--- config.mk ---
export PLATFORM = sky130hd
export DESIGN_NAME = sdram_burst_colgen
export DESIGN_NICKNAME = d
export VERILOG_FILES = /design/src/rtl/colgen_pkg.sv /design/src/rtl/colgen_seq_ctl.sv /design/src/rtl/colgen_addr_map.sv /design/src/rtl/sdram_burst_colgen.sv
export SDC_FILE = /design/constraint.sdc
export NUM_CORES = 1
export LEC_CHECK = 0
export ABC_AREA = 1
export BUFFER_PORTS_ARGS = -buffer_cell sky130_fd_sc_hd__clkbuf_2
export CORE_MARGIN = 2
export CORE_UTILIZATION = 55
export DETAILED_ROUTE_END_ITERATION = 7
export PLACE_DENSITY = 0.89
export SLEW_MARGIN = 20
export SYNTH_ARGS = -nofsm -noshare
export SYNTH_HDL_FRONTEND = slang
export SYNTH_SLANG_ARGS = --single-unit
--- constraint.sdc ---
create_clock -name clk -period 4.8 [get_ports clk]
set_clock_uncertainty 0.2 [all_clocks]
set_input_delay 0.48 -clock clk [delete_from_list [all_inputs] [get_ports clk]]
set_output_delay 0.48 -clock clk [all_outputs]
set_load 0.02 [all_outputs]
--- src/rtl/colgen_pkg.sv ---
package colgen_pkg;

  typedef struct packed {
    logic       page;   // full-page run
    logic [1:0] lg;     // log2 of finite length
    logic       ilv;    // interleaved order
  } burst_mode_t;

  function automatic burst_mode_t decode_mode(input logic [2:0] sel,
                                              input logic       ilv);
    burst_mode_t m;
    m.page = sel[2];
    m.lg   = sel[1:0];
    m.ilv  = ilv & ~sel[2];
    return m;
  endfunction

endpackage

--- src/rtl/colgen_seq_ctl.sv ---
module colgen_seq_ctl
  import colgen_pkg::*;
#(
  parameter int COL_W = 8
) (
  input  logic             clk,
  input  logic             rst_n,
  input  logic             start,
  input  logic [COL_W-1:0] start_col,
  input  logic [2:0]       len_sel,
  input  logic             ilv_sel,
  input  logic             stop,
  output logic             active,
  output logic [COL_W-1:0] beat,
  output logic [COL_W-1:0] base,
  output burst_mode_t      mode,
  output logic             done
);

  localparam logic [COL_W-1:0] ONE = {{(COL_W-1){1'b0}}, 1'b1};

  logic             act_q, act_d;
  logic [COL_W-1:0] beat_q, beat_d;
  logic [COL_W-1:0] base_q, base_d;
  burst_mode_t      mode_q, mode_d;
  logic [COL_W-1:0] last_idx;
  logic             fin_beat;
  logic             upd_en;

  // index of the closing beat of a finite burst
  assign last_idx = (ONE << mode_q.lg) - ONE;
  assign fin_beat = act_q & ~mode_q.page & (beat_q == last_idx);
  assign upd_en   = start | act_q;

  always_comb begin
    act_d  = act_q;
    beat_d = beat_q;
    base_d = base_q;
    mode_d = mode_q;
    if (start) begin
      act_d  = 1'b1;
      beat_d = '0;
      base_d = start_col;
      mode_d = decode_mode(len_sel, ilv_sel);
    end else if (act_q) begin
      if (stop || fin_beat) begin
        act_d = 1'b0;
      end else begin
        beat_d = beat_q + ONE;
      end
    end
  end

  always_ff @(posedge clk or negedge rst_n) begin
    if (!rst_n) begin
      act_q  <= 1'b0;
      beat_q <= '0;
      base_q <= '0;
      mode_q <= '0;
    end else if (upd_en) begin
      act_q  <= act_d;
      beat_q <= beat_d;
      base_q <= base_d;
      mode_q <= mode_d;
    end
  end

  assign active = act_q;
  assign beat   = beat_q;
  assign base   = base_q;
  assign mode   = mode_q;
  assign done   = act_q & (stop | fin_beat);

endmodule

--- src/rtl/colgen_addr_map.sv ---
module colgen_addr_map
  import colgen_pkg::*;
#(
  parameter int COL_W = 8
) (
  input  logic [COL_W-1:0] base,
  input  logic [COL_W-1:0] beat,
  input  burst_mode_t      mode,
  output logic [COL_W-1:0] col
);

  logic [COL_W-1:0] wrap_mask;
  logic [COL_W-1:0] sum;
  logic [COL_W-1:0] seq_col;
  logic [COL_W-1:0] ilv_col;

  // bits that move within the burst: low lg bits, or all in full page
  for (genvar g = 0; g < COL_W; g++) begin : g_mask
    assign wrap_mask[g] = mode.page | (g < int'(mode.lg));
  end

  assign sum     = base + beat;
  assign seq_col = (base & ~wrap_mask) | (sum & wrap_mask);
  assign ilv_col = base ^ (beat & wrap_mask);
  assign col     = mode.ilv ? ilv_col : seq_col;

endmodule

--- src/rtl/sdram_burst_colgen.sv ---
module sdram_burst_colgen
  import colgen_pkg::*;
#(
  parameter int COL_W     = 8,
  parameter int SYNC_DPTH = 2
) (
  input  logic             clk,
  input  logic             rst_n,
  input  logic             start,
  input  logic [COL_W-1:0] start_col,
  input  logic [2:0]       len_sel,
  input  logic             ilv_sel,
  input  logic             stop,
  output logic [COL_W-1:0] col_out,
  output logic             burst_valid,
  output logic             burst_done
);

  logic [SYNC_DPTH-1:0] rst_pipe;
  logic                 rst_int_n;
  logic                 act;
  logic [COL_W-1:0]     beat;
  logic [COL_W-1:0]     base;
  burst_mode_t          mode;
  logic                 done;

  // assert asynchronously, release on a clock edge
  always_ff @(posedge clk or negedge rst_n) begin
    if (!rst_n) rst_pipe <= '0;
    else        rst_pipe <= {rst_pipe[SYNC_DPTH-2:0], 1'b1};
  end
  assign rst_int_n = rst_pipe[SYNC_DPTH-1];

  colgen_seq_ctl #(.COL_W(COL_W)) u_ctl (
    .clk       (clk),
    .rst_n     (rst_int_n),
    .start     (start),
    .start_col (start_col),
    .len_sel   (len_sel),
    .ilv_sel   (ilv_sel),
    .stop      (stop),
    .active    (act),
    .beat      (beat),
    .base      (base),
    .mode      (mode),
    .done      (done)
  );

  colgen_addr_map #(.COL_W(COL_W)) u_map (
    .base (base),
    .beat (beat),
    .mode (mode),
    .col  (col_out)
  );

  assign burst_valid = act;
  assign burst_done  = done;

endmodule

---- Yosys cells after proc, flatten, opt, wreduce, memory -nomap -nowiden ----
Cells that the tools add are included.
word-level totals
  bits in registers ....................... 23
  input port bits ......................... 16
  output and inout port bits .............. 10
  word-level logic and storage cells ...... 44
operators by class
  add/subtract/negate cells ............... 3
  magnitude comparators ................... 3
  equal/unequal tests ..................... 2
  shift-type cells ........................ 1
  multiplexer cells ....................... 7
  bitwise logic cells ..................... 17
  reduce and logical (&&, ||, !) cells .... 4
operators with widths
  operator                                                             number
  8-bit two-way mux                                                    4
  8-bit bitwise AND                                                    3
  8-bit by 1-bit adder with 8-bit output, second input constant        1
  8-bit adder                                                          1
  8-bit equality test                                                  1
  8-bit inverter                                                       1
  8-bit OR                                                             1
  1-bit by 2-bit left shift with 8-bit output, first input constant    1
  8-bit by 1-bit subtractor with 8-bit output, second input constant   1
  8-bit XOR                                                            1
  1-bit OR                                                             5
  1-bit bitwise AND                                                    4
  1-bit by 2-bit < comparator with 1-bit output, first input constant  2
  1-bit two-way mux                                                    3
  3-bit AND reduction                                                  1
  2-bit < comparator, first input constant                             1
  2-bit != test, second input constant                                 1
  1-bit inverter                                                       2
  2-bit AND reduction                                                  1
  2-bit nonzero test                                                   1
  1-bit logical OR                                                     1

---- Depth between registers and ports, before layout ----
Gate-level depths: netlist of the first run.
  word-level depth ........................ 8
  gate-level depth with buffers ........... 12
  mapped depth without buffers ............ 12

---- By module ----
Synthesis of the first run repeated with hierarchy kept, for this count alone.
second synthesis, totals
  cells, all modules ...................... 267
  area total of the unflattened synthesis .. 1803.0 um2
modules (own cells, without submodules)
  module              instances  cells an instance  area an instance (um2)
  colgen_seq_ctl      1          135                1107.3
  colgen_addr_map     1          129                641.9
  sdram_burst_colgen  1          3                  53.8

---- Worst setup path before layout of the first run ----
Ideal clock, no wire load.
  kind .................................... register -> output
  start ................................... reg u_ctl.mode_q, in the netlist u_ctl.mode[2]
  end ..................................... out burst_done
  arrival ................................. 1789 ps
  required time ........................... 4120 ps
  slack ................................... 2331 ps
  cell stages (with the launch flop) ...... 9
  path buffers ............................ 0
  cell sequence ........................... dfrtp_1 nor2_1 inv_1 ha_1 a21oi_1 nand3_1 nor2_1 nand2_2 a21boi_0
between the ends
  word-level cells in the longest chain between the ends .. 6
RTL lines
  element                                      line                      source
  from (decl)                                  colgen_seq_ctl.sv:25      burst_mode_t mode_q, mode_d;
  from (signal assigned)                       colgen_seq_ctl.sv:64      mode_q <= mode_d;
  1-bit by 2-bit left shift with 8-bit output  colgen_seq_ctl.sv:31      assign last_idx = (ONE << mode_q.lg) - ONE;
  8-bit by 1-bit subtractor with 8-bit output  colgen_seq_ctl.sv:31
  8-bit equality test                          colgen_seq_ctl.sv:32      assign fin_beat = act_q & ~mode_q.page & (beat_q == last_idx);
  1-bit bitwise AND                            colgen_seq_ctl.sv:32
  1-bit OR                                     colgen_seq_ctl.sv:72      assign done = act_q & (stop | fin_beat);
  1-bit bitwise AND                            colgen_seq_ctl.sv:72
  to (decl)                                    sdram_burst_colgen.sv:16  output logic burst_done
Every way passes these cells.

---- Worst setup path after layout of the first run ----
  start ................................... reg u_ctl.beat_q[0], in the netlist u_ctl.beat[0]
  end ..................................... out col_out[4]
between the ends
  word-level cells in the longest chain between the ends .. 4
RTL lines
  element                 line                      source
  from (decl)             colgen_seq_ctl.sv:23      logic [COL_W-1:0] beat_q, beat_d;
  from (signal assigned)  colgen_seq_ctl.sv:62      beat_q <= beat_d;
  8-bit adder             colgen_addr_map.sv:22     assign sum = base + beat;
  8-bit bitwise AND       colgen_addr_map.sv:23     assign seq_col = (base & ~wrap_mask) | (sum & wrap_mask);
  8-bit OR                colgen_addr_map.sv:23
  8-bit two-way mux       colgen_addr_map.sv:25     assign col = mode.ilv ? ilv_col : seq_col;
  to (decl)               sdram_burst_colgen.sv:14  output logic [COL_W-1:0] col_out,
Every way passes these cells.

==> flow_summary.yaml, run 1 <==
outcome:
  outcome: "complete, no violations"
synth:
  post-synth-top-area-fraction: 0.3343
  syn_nets: 281
  synth_cell_type_count: 28
  syn-instance-count: 255
  synth.yosys.seq_area_share: 0.3343
  synth_largest_area_cell: "sky130_fd_sc_hd__dfrtp_1"
  postSynthRegisterBits: 23
  syn_area_per_cell_um2: 6.752
  synth_top_cells_by_area: "sky130_fd_sc_hd__dfrtp_1 33%, sky130_fd_sc_hd__nand2_1 17%, sky130_fd_sc_hd__inv_1 7.0%, sky130_fd_sc_hd__nand3_1 6.7%, sky130_fd_sc_hd__ha_1 6.5%"
  synth.yosys.warnings: 0
  synthesis.area_um2: 1722
power_and_ir_drop:
  p_leak_uw: 0.001014
  power_per_standard_cell_area_nw_per_um2: 255.8
  irDropWorstVdd_v: 0.0001656
  power.total_uw: 480.1
setup_path:
  start_kind: "flip-flop"
  setup.worst_path.end: "col_out[4]"
  worst_setup_path_startpoint: "u_ctl.beat[0]$_DFFE_PN0P_"
  path_class: "flip-flop to primary output"
  timing.critical_path.fanout_max: 8
  timing.critical_path.required_ns: 4.12
  r2r_end: "u_ctl.beat[0]$_DFFE_PN0P_"
  reg2regPathDepth: 11
  cp.arrival_ns: 2.27
  cp-end-kind: "primary output"
  regToRegStartpoint: "u_ctl.mode[2]$_DFFE_PN0P_"
  regToRegSetupSlack_ns: 2.69
timing:
  finalCritPeriodShare: 0.6140
  report.final.setup_viol: 0
  finalHoldWorstSlack_ns: 0.1495
  grt_setup_unrepaired: "false"
  slew_headroom: 0.4339
  worst_pin_slew_ns: 0.8491
  max_clock_freq_mhz: 339.3
  post-route-min-period_ns: 2.947
  timing.setup.tns_ns: 0
  hold_viol: 0
  final-max-slew-violation-count: 0
floorplan:
  start_util: 0.5733
  fp.dieW_um: 59.95
  fp-row-count: 20
  core_um2: 3003
  die_y_um: 59.95
  die_area_um2: 3594
  io-pin-count: 26
final_layout:
  drive_gt1_frac: 0.1164
  area_growth_syn_to_layout_pct: 9.012
  most_common_cell_after_layout_fill_and_taps_aside: "sky130_fd_sc_hd__nand2_1"
  stdcell_area_um2: 1877
  n_fill_cell: 292
  layout.cells.most_common_list: "77 x sky130_fd_sc_hd__nand2_1, 32 x sky130_fd_sc_hd__inv_1, 25 x sky130_fd_sc_hd__clkbuf_2, 23 x sky130_fd_sc_hd__nand3_1, 23 x sky130_fd_sc_hd__dfrtp_1"
  fin_nets: 302
  n_antenna_cell: 0
  fin_util: 0.6250
grt:
  gr-total-overflow: 0
  grt_antenna_before_repair: 0
  grt_use_total: 0.2247
  grt_first_pass_wirelength_mm: 6.216
  grt_pass1_vias: 1442
  pin_count_of_the_biggest_net_entering_global_routing: 30
clock_tree:
  clock_tree_from_tritoncts: "built"
  cts_max_path_buffers: 2
  post_cts.resized_instances: 0
  clock_latency_at_the_later_pin_of_the_worst_skew_pair_ns: 0.32
  clk_transition_reported_paths_ns: 0.13
  cts_inserted_buffers: 3
  cts-root-buf: "sky130_fd_sc_hd__clkbuf_4"
  cts_num_sinks: 23
  htreeDepth: 1
drt:
  initialDrtViolationCount: 89
  post-route-drc-count: 0
  vias: 1658
  wl_per_cell_um: 11.75
  antenna_violating_nets_post_route: 0
  dr.pass1.iters: 4
  post_drt_via_cell_ratio: 5.383
  routed_wirelength_mm: 3.618
run:
  timing.max_cap.violations: 0
worst_hold_path:
  hold_path_class: "flip-flop to async pin"
place:
  placement.io_buffers: 25
  detailedPlacementHpwl_mm: 2.660
  placed_cell_area_um2: 1841
  globalplace.congestion: 0.9486
[synthesized netlist by cell type]
cell	n
sky130_fd_sc_hd__xnor2_1	1
sky130_fd_sc_hd__buf_4	1
sky130_fd_sc_hd__a22o_1	1
sky130_fd_sc_hd__conb_1	1
sky130_fd_sc_hd__fa_1	1
sky130_fd_sc_hd__o21ai_0	20
sky130_fd_sc_hd__nor2_1	22
sky130_fd_sc_hd__nand3_1	23
sky130_fd_sc_hd__xor2_1	6
sky130_fd_sc_hd__dfrtp_1	23
sky130_fd_sc_hd__o21bai_1	1
sky130_fd_sc_hd__clkbuf_2	1
sky130_fd_sc_hd__a21oi_1	14
sky130_fd_sc_hd__inv_1	32
sky130_fd_sc_hd__o21ai_1	1
sky130_fd_sc_hd__nand2_4	1
sky130_fd_sc_hd__inv_2	1
sky130_fd_sc_hd__a21boi_0	1
sky130_fd_sc_hd__buf_2	4
sky130_fd_sc_hd__nand4_1	3
sky130_fd_sc_hd__clkbuf_1	4
sky130_fd_sc_hd__o32ai_1	2
sky130_fd_sc_hd__nand2_2	1
sky130_fd_sc_hd__ha_1	9
sky130_fd_sc_hd__nand2_1	77
sky130_fd_sc_hd__nor3_1	2
sky130_fd_sc_hd__nand3_4	1
sky130_fd_sc_hd__a32o_1	1
[sequential cells by signal, indices dropped and copies added, names as in the netlist]
name          count
u_ctl.beat        8
u_ctl.active      1
rst_pipe          2
u_ctl.base        8
u_ctl.mode        4
[worst max-delay path, stage by stage (launching register included)]
cell	delay, ns
sky130_fd_sc_hd__dfrtp_1	0.51
sky130_fd_sc_hd__ha_1	0.22
sky130_fd_sc_hd__inv_1	0.05
sky130_fd_sc_hd__fa_1	0.36
sky130_fd_sc_hd__inv_1	0.10
sky130_fd_sc_hd__nand2_1	0.08
sky130_fd_sc_hd__a21oi_1	0.13
sky130_fd_sc_hd__nor2_1	0.06
sky130_fd_sc_hd__xor2_1	0.14
sky130_fd_sc_hd__nand2_1	0.06
sky130_fd_sc_hd__nand2_1	0.06
sky130_fd_sc_hd__nand2_1	0.05
sky130_fd_sc_hd__clkbuf_2	0.16
[worst min-delay path by stage]
stage | startpoint | endpoint | slack, ns | cells past startpoint
after CTS | start_col[5] | u_ctl.base[5]$_DFFE_PN0P_ | 0.16 | 3
after global routing | start_col[5] | u_ctl.base[5]$_DFFE_PN0P_ | 0.14 | 3
final | rst_pipe[1]$_DFF_PN0_ | u_ctl.active$_DFFE_PN0N_ | 0.15 | 0
after global placement | rst_n | rst_pipe[1]$_DFF_PN0_ | 0.07 | 1
after detailed placement | rst_n | rst_pipe[0]$_DFF_PN0_ | 0.07 | 1
after floorplan | rst_n | rst_pipe[0]$_DFF_PN0_ | -0.02 | 0
[power breakdown]
part	internal [uW]	switching, uW
sequential	208	25.9
combinational	58.5	96.6
clock	32.5	58.6
total	299	181
[timing repair]
| item | CTS | global route |
|---|---|---|
| buffers inserted | 0 | 0 |
| hold buffers | 1 | 0 |
| endpoints found under the hold margin | 2 | 0 |
[area by class of cell]
class	instances	area, um^2	share of cell area
inverter	33	123.9	0.06600
clock buffer	4	26.28	0.01400
timing repair buffer	26	135.1	0.07200
sequential	23	575.6	0.3067
tap	33	41.29	0.02200
multi-input combinational	189	974.7	0.5193
[per-stage QoR]
step | worst slack [ns] | instances
2_1_floorplan | 2.331 | 255
3_3_place_gp | 2.300 | 303
3_5_place_dp | 2.250 | 303
4_1_cts | 1.867 | 308
5_1_grt | 1.683 | 308
6_report | 1.853 | 308
[layer usage]
metal / global-route usage / up-vias / part of all wire
li1: - / 854 / -
met1: 0.3197 / 752 / 0.47
met2: 0.3556 / 50 / 0.46
met3: 0.03247 / 2 / 0.065
met4: 0.06349 / 0 / 0.0058
met5: 0 / - / 0
[logic make-up (layout without fill, tap and decap cells)]
kind of cell | after synthesis | in the layout | share of synthesized area
DFF | 23 | 23 | 0.3343
adders and majority gates | 10 | 10 | 0.07704
AOI/OAI and AO/OA | 41 | 41 | 0.1315
and+or+nand+nor | 130 | 130 | 0.3198
buffers and inverters | 43 | 63 | 0.09956
xor gates and xnor gates | 7 | 7 | 0.03561
other | 1 | 1 | 0.002178
Note: power is estimated with default switching activity, not from simulation.
==> run 2: changes to the inputs <==
Settings changed: ABC_AREA 1 to 0, PLACE_DENSITY 0.89 to 0.9.
Clock period 4.8 ns to 2.78 ns, I/O delays scaled along.
==> run 2 against run 1 <==
Core utilization grew 12 points. Non-clock buffer count up 24. Clock power rose by 73%. Routed wire length up 4.4%. Sequential power grew 69%. Flip-flop and latch count stayed put. Power increased by 76%. Largest cell class unchanged. Via count shrank 11%. Register-to-register slack got worse by 2.3 ns. Setup slack got worse by 1.8 ns.
==> flow_summary.yaml, run 2 <==
synth:
  synth_cell_type_count: 43
  synth_simple_gate_area_share: 0.2065
  synthesis.area_um2: 1624
  yosysMostFrequentCell: "sky130_fd_sc_hd__dfrtp_1"
  synth-edff-count: 0
  syn_area_per_cell_um2: 9.280
  post-synth-top-area-fraction: 0.3544
  post_synth_most_frequent_cells: "23 x sky130_fd_sc_hd__dfrtp_1, 14 x sky130_fd_sc_hd__o21ai_0, 13 x sky130_fd_sc_hd__nor2_1, 12 x sky130_fd_sc_hd__a21oi_1"
  synth_top_cells_by_area: "sky130_fd_sc_hd__dfrtp_1 35%, sky130_fd_sc_hd__ha_1 6.9%, sky130_fd_sc_hd__mux2_2 6.9%, sky130_fd_sc_hd__o21ai_0 4.3%, sky130_fd_sc_hd__xor2_1 3.8%"
  syn-instance-count: 175
  synth.yosys.warnings: 0
  postSynthRegisterBits: 23
  synth_largest_area_cell: "sky130_fd_sc_hd__dfrtp_1"
  synth-compound-area-share: 0.1733
  synth_adder_area_share: 0.08166
  synth.yosys.seq_area_share: 0.3544
  synth_xor_xnor_area_share: 0.05932
  synth.mux.area_fraction: 0.08166
  synth_top_family_by_area: "simple AND/OR/NAND/NOR gates"
  ys_async_sr_fraction: 1.000
  dominantRegCellSynth: "sky130_fd_sc_hd__dfrtp_1"
  syn_nets: 201
drt:
  vias: 1468
  dr.pass1.iters: 4
  post-route-drc-count: 0
  antenna_violating_nets_post_route: 0
  routed_wirelength_mm: 3.777
  initialDrtViolationCount: 38
  wl_per_cell_um: 14.99
  post_drt_via_cell_ratio: 5.825
clock_tree:
  cts_num_sinks: 23
  clk_transition_reported_paths_ns: 0.13
  cts_max_path_buffers: 2
  htreeDepth: 1
  cts_inserted_buffers: 3
  cts-root-buf: "sky130_fd_sc_hd__clkbuf_4"
  clock_tree_from_tritoncts: "built"
  clock_latency_at_the_later_pin_of_the_worst_skew_pair_ns: 0.31
grt:
  pin_count_of_the_biggest_net_entering_global_routing: 25
  grt_use_total: 0.2276
  grt_first_pass_wirelength_mm: 5.968
  grt_antenna_before_repair: 0
  grt_pass1_vias: 1421
  gr-total-overflow: 0
timing:
  post-route-min-period_ns: 2.680
  max_clock_freq_mhz: 373.2
  hold_viol: 0
  worst_pin_slew_ns: 0.8657
  finalCritPeriodShare: 0.9639
  setup_slack_ns: 0.1003
  final-max-slew-violation-count: 0
  slew_headroom: 0.4228
  report.final.setup_viol: 0
setup_path:
  cp_slowest_cell: "sky130_fd_sc_hd__dfrtp_1"
  worst-path-buf-inv: 3
  timing.critical_path.fanout_max: 3
  cp.arrival_ns: 2.20
  cp-end-kind: "primary output"
  path_cells: "ha_4 -> inv_1 -> fa_2 -> buf_4 -> xor2_1 -> nor2_1 -> o32a_1 -> clkbuf_2"
  path_class: "flip-flop to primary output"
  cp_slowest_stage_delay_ns: 0.43
  start_kind: "flip-flop"
  regToRegStartpoint: "u_ctl.mode[2]$_DFFE_PN0P_"
  cp_top_family: "adder cells"
  timing.critical_path.required_ns: 2.30
  worst_setup_path_startpoint: "u_ctl.base[0]$_DFFE_PN0P_"
final_layout:
  drive_gt1_frac: 0.3077
  fin_nets: 248
  layout.cells.most_common_list: "22 x sky130_fd_sc_hd__clkbuf_2, 19 x sky130_fd_sc_hd__dfrtp_1, 14 x sky130_fd_sc_hd__buf_4, 13 x sky130_fd_sc_hd__dlygate4sd3_1, 12 x sky130_fd_sc_hd__nor2_1"
  n_antenna_cell: 0
  final_cell_count_no_fill: 252
  most_common_cell_after_layout_fill_and_taps_aside: "sky130_fd_sc_hd__clkbuf_2"
  area_growth_syn_to_layout_pct: 27.35
floorplan:
  die_y_um: 58.34
  die_area_um2: 3404
  io-pin-count: 26
  start_util: 0.5839
  fp.dieW_um: 58.34
  fp-row-count: 19
  core_um2: 2781
place:
  globalplace.congestion: 0.8462
  place_inst: 226
  placement.io_buffers: 25
  detailedPlacementHpwl_mm: 2.442
  place_worst_setup_slack_ns: 0.3018
power_and_ir_drop:
  power_per_standard_cell_area_nw_per_um2: 408.9
  p_leak_uw: 0.0009600
  irDropWorstVdd_v: 0.0004200
worst_hold_path:
  hold_path_class: "primary input to async pin"
run:
  timing.max_cap.violations: 0
outcome:
  outcome: "complete, no violations"
-- run 2: area by class of cell --
| class | instances | area (um^2) |
|---|---|---|
| tap | 31 | 38.79 |
| timing repair buffer | 50 | 350.3 |
| clock buffer | 3 | 22.52 |
| multi-input combinational | 137 | 1045 |
| inverter | 7 | 26.28 |
| fill | 213 | 713.2 |
| clock inverter | 1 | 5.005 |
| sequential | 23 | 580.6 |
-- run 2: per-stage QoR --
step / utilization / setup TNS (ns) / hold WS, ns / power (uW) / cell area, um^2
5_1_grt: 0.7436 / -0.05170 / 0.05726 / 892.3 / 2068
6_report: 0.7436 / 0 / 0.06088 / 845.8 / 2068
3_3_place_gp: 0.6365 / 0 / -0.1351 / 625.9 / 1770
4_1_cts: 0.7004 / 0 / 0.04904 / 813.1 / 1948
2_1_floorplan: - / 0 / -0.2176 / 568.9 / 1624
3_5_place_dp: 0.6365 / 0 / -0.1350 / 633.6 / 1770
-- run 2: cell families after synthesis --
| group | count (synthesis) |
|---|---|
| and+or+nand+nor | 60 |
| AOI/OAI and AO/OA | 43 |
| DFF | 23 |
| buffers and inverters | 15 |
| muxes | 12 |
| xor gates and xnor gates | 11 |
| adders and majority gates | 10 |
| other | 1 |
-- run 2: worst paths after layout --
check / to / slack (ns) / cells past startpoint
worst max-delay path: col_out[2] / 0.10 / 8
worst min-delay path: rst_pipe[0]$_DFF_PN0_ / 0.06 / 2
worst max register to register: u_ctl.beat[7]$_DFFE_PN0P_ / 0.41 / 10
worst min register to register: u_ctl.beat[2]$_DFFE_PN0P_ / 0.17 / 0
max in group asynchronous: u_ctl.beat[3]$_DFFE_PN0P_ / 1.63 / 0
min in group clk: rst_pipe[1]$_DFF_PN0_ / 0.17 / 0
-- run 2: where the power goes --
| part | switching [uW] | total [uW] | leakage (uW) | internal, uW |
|---|---|---|---|---|
| combinational | 147 | 291 | 0.000661 | 144 |
| clock | 104 | 158 | 0.0000177 | 53.9 |
| sequential | 38.7 | 396 | 0.000282 | 358 |
| total | 290 | 846 | 0.000960 | 556 |
-- run 2: what timing repair did --
item,4_1_cts,5_1_grt
setup endpoints to repair,5,5
gates resized for setup,6,16
pin swaps,0,5
cloned,0,0
hold endpoints to repair,13,0
setup buffers,1,8
hold buffers,13,0
-- run 2: routing by layer --
metal  vias up  wire [um]  global-route usage
li1        719          -                   -
met1       707       1657              0.2693
met2        38       1943              0.4173
met3         4        139             0.05275
met4         0         36             0.04983
met5         -          0                   0
==> run 3: changes to the inputs <==
Settings changed: REMOVE_ABC_BUFFERS set to 1.
==> run 3 against run 2 <==
Count of clock-buffer cells in the layout unchanged. Critical endpoint is now col_out[4]. Maximum frequency shrank 1.1%. Setup slack got worse by 0.029 ns. Global-route usage grew 0.35 points. Flip-flop and latch count did not move. Via count up 3.7%. Die area did not move. Cell area is 0.85% lower. Combinational power grew 3%. Routed wire length up 6.0%. Sequential share of layout area increased by 0.24 points. Power up 0.69%.
==> flow_summary.yaml, run 3 (synthesis gave the netlist of run 2 again) <==
outcome:
  outcome: "complete, no violations"
clock_tree:
  htreeDepth: 1
  clock_tree_from_tritoncts: "built"
  clk_transition_reported_paths_ns: 0.13
  cts_num_sinks: 23
  cts_max_path_buffers: 2
  cts-root-buf: "sky130_fd_sc_hd__clkbuf_4"
  cts_inserted_buffers: 3
  clock_latency_at_the_later_pin_of_the_worst_skew_pair_ns: 0.31
run:
  timing.max_cap.violations: 0
setup_path:
  worst_setup_path_startpoint: "u_ctl.beat[0]$_DFFE_PN0P_"
  cp.arrival_ns: 2.23
  timing.critical_path.fanout_max: 3
  cp-end-kind: "primary output"
  timing.critical_path.required_ns: 2.30
  start_kind: "flip-flop"
  regToRegStartpoint: "u_ctl.mode[1]$_DFFE_PN0P_"
  path_class: "flip-flop to primary output"
drt:
  antenna_violating_nets_post_route: 0
  vias: 1523
  post_drt_via_cell_ratio: 6.068
  post-route-drc-count: 0
  routed_wirelength_mm: 4.002
  wl_per_cell_um: 15.94
  initialDrtViolationCount: 70
  dr.pass1.iters: 4
final_layout:
  layout.cells.most_common_list: "22 x sky130_fd_sc_hd__clkbuf_2, 19 x sky130_fd_sc_hd__dfrtp_1, 14 x sky130_fd_sc_hd__buf_4, 13 x sky130_fd_sc_hd__dlygate4sd3_1, 12 x sky130_fd_sc_hd__nor2_1"
  drive_gt1_frac: 0.3045
  most_common_cell_after_layout_fill_and_taps_aside: "sky130_fd_sc_hd__clkbuf_2"
  fin_nets: 247
  n_antenna_cell: 0
  area_growth_syn_to_layout_pct: 26.27
  final_cell_count_no_fill: 251
place:
  placement.io_buffers: 25
  globalplace.congestion: 0.7754
  place_inst: 225
  detailedPlacementHpwl_mm: 2.354
floorplan:
  core_um2: 2781
  fp-row-count: 19
  fp.dieW_um: 58.34
  die_area_um2: 3404
  die_y_um: 58.34
  start_util: 0.5839
  io-pin-count: 26
timing:
  slew_headroom: 0.4135
  max_clock_freq_mhz: 369.1
  finalHoldWorstSlack_ns: 0.08519
  worst_pin_slew_ns: 0.8798
  finalCritPeriodShare: 0.9745
  report.final.setup_viol: 0
  post-route-min-period_ns: 2.709
  timing.setup.tns_ns: 0
  final-max-slew-violation-count: 0
  hold_viol: 0
grt:
  grt_antenna_before_repair: 0
  grt_use_total: 0.2311
  grt_pass1_vias: 1409
  gr-total-overflow: 0
  grt_first_pass_wirelength_mm: 6.078
  pin_count_of_the_biggest_net_entering_global_routing: 25
power_and_ir_drop:
  p_leak_uw: 0.0009568
  power.total_uw: 851.6
  irDropWorstVdd_v: 0.0004374
  power_per_standard_cell_area_nw_per_um2: 415.3
worst_hold_path:
  hold_path_class: "primary input to async pin"
## run 3: cell types whose count changed in the layout (fill, tap and decap cells not counted), sizes merged
cell,change
buf,-1
## run 3: critical path, stage by stage, from the launching register on
cell	delay, ns
sky130_fd_sc_hd__dfrtp_1	0.45
sky130_fd_sc_hd__ha_4	0.20
sky130_fd_sc_hd__inv_2	0.05
sky130_fd_sc_hd__fa_2	0.35
sky130_fd_sc_hd__inv_1	0.07
sky130_fd_sc_hd__a21o_1	0.17
sky130_fd_sc_hd__a21oi_2	0.08
sky130_fd_sc_hd__xnor2_1	0.13
sky130_fd_sc_hd__o21ai_0	0.09
sky130_fd_sc_hd__a21oi_1	0.17
sky130_fd_sc_hd__buf_4	0.17
## run 3: layer usage
metal,GRT usage,up-vias,part of all wire
li1,-,715,-
met1,0.2771,720,0.40
met2,0.4141,75,0.51
met3,0.03516,13,0.061
met4,0.08970,0,0.029
met5,0,-,0
## run 3: layout make-up
type | count | area (um^2)
sequential | 23 | 580.6
clock inverter | 1 | 5.005
timing repair buffer | 49 | 345.3
clock buffer | 3 | 22.52
fill | 197 | 730.7
tap | 31 | 38.79
inverter | 7 | 26.28
multi-input combinational | 137 | 1032
## run 3: report_power, final
group	total [uW]	leakage [uW]	switching, uW	internal (uW)
sequential	396	0.000282	38.4	358
clock	157	0.0000177	103	53.8
combinational	299	0.000657	155	145
total	852	0.000957	296	556
## run 3: path summary, 6_finish.rpt
path,end,slack [ns],cells past startpoint
worst max register to register,u_ctl.beat[7]$_DFFE_PN0P_,0.43,9
worst min register to register,u_ctl.active$_DFFE_PN0N_,0.17,0
min in group clk,u_ctl.active$_DFFE_PN0N_,0.11,4
worst max-delay path,col_out[4],0.07,10
max in group asynchronous,u_ctl.mode[2]$_DFFE_PN0P_,1.62,0
worst min-delay path,rst_pipe[0]$_DFF_PN0_,0.09,2
## run 3: repair_timing
action	4_1_cts	5_1_grt
endpoints found under the setup margin	4	5
pin swaps	0	7
hold buffers	13	0
buffers inserted	1	8
endpoints found under the hold margin	13	0
gates resized for setup	7	16
## run 3: through the flow
step / instance area (um^2) / util / worst slack [ns]
after floorplan: 1584 / - / 0.2253
after global placement: 1763 / 0.6338 / 0.2764
after detailed placement: 1763 / 0.6338 / 0.2444
after CTS: 1943 / 0.6986 / 0.01224
after global routing: 2051 / 0.7373 / -0.03575
final: 2051 / 0.7373 / 0.07103
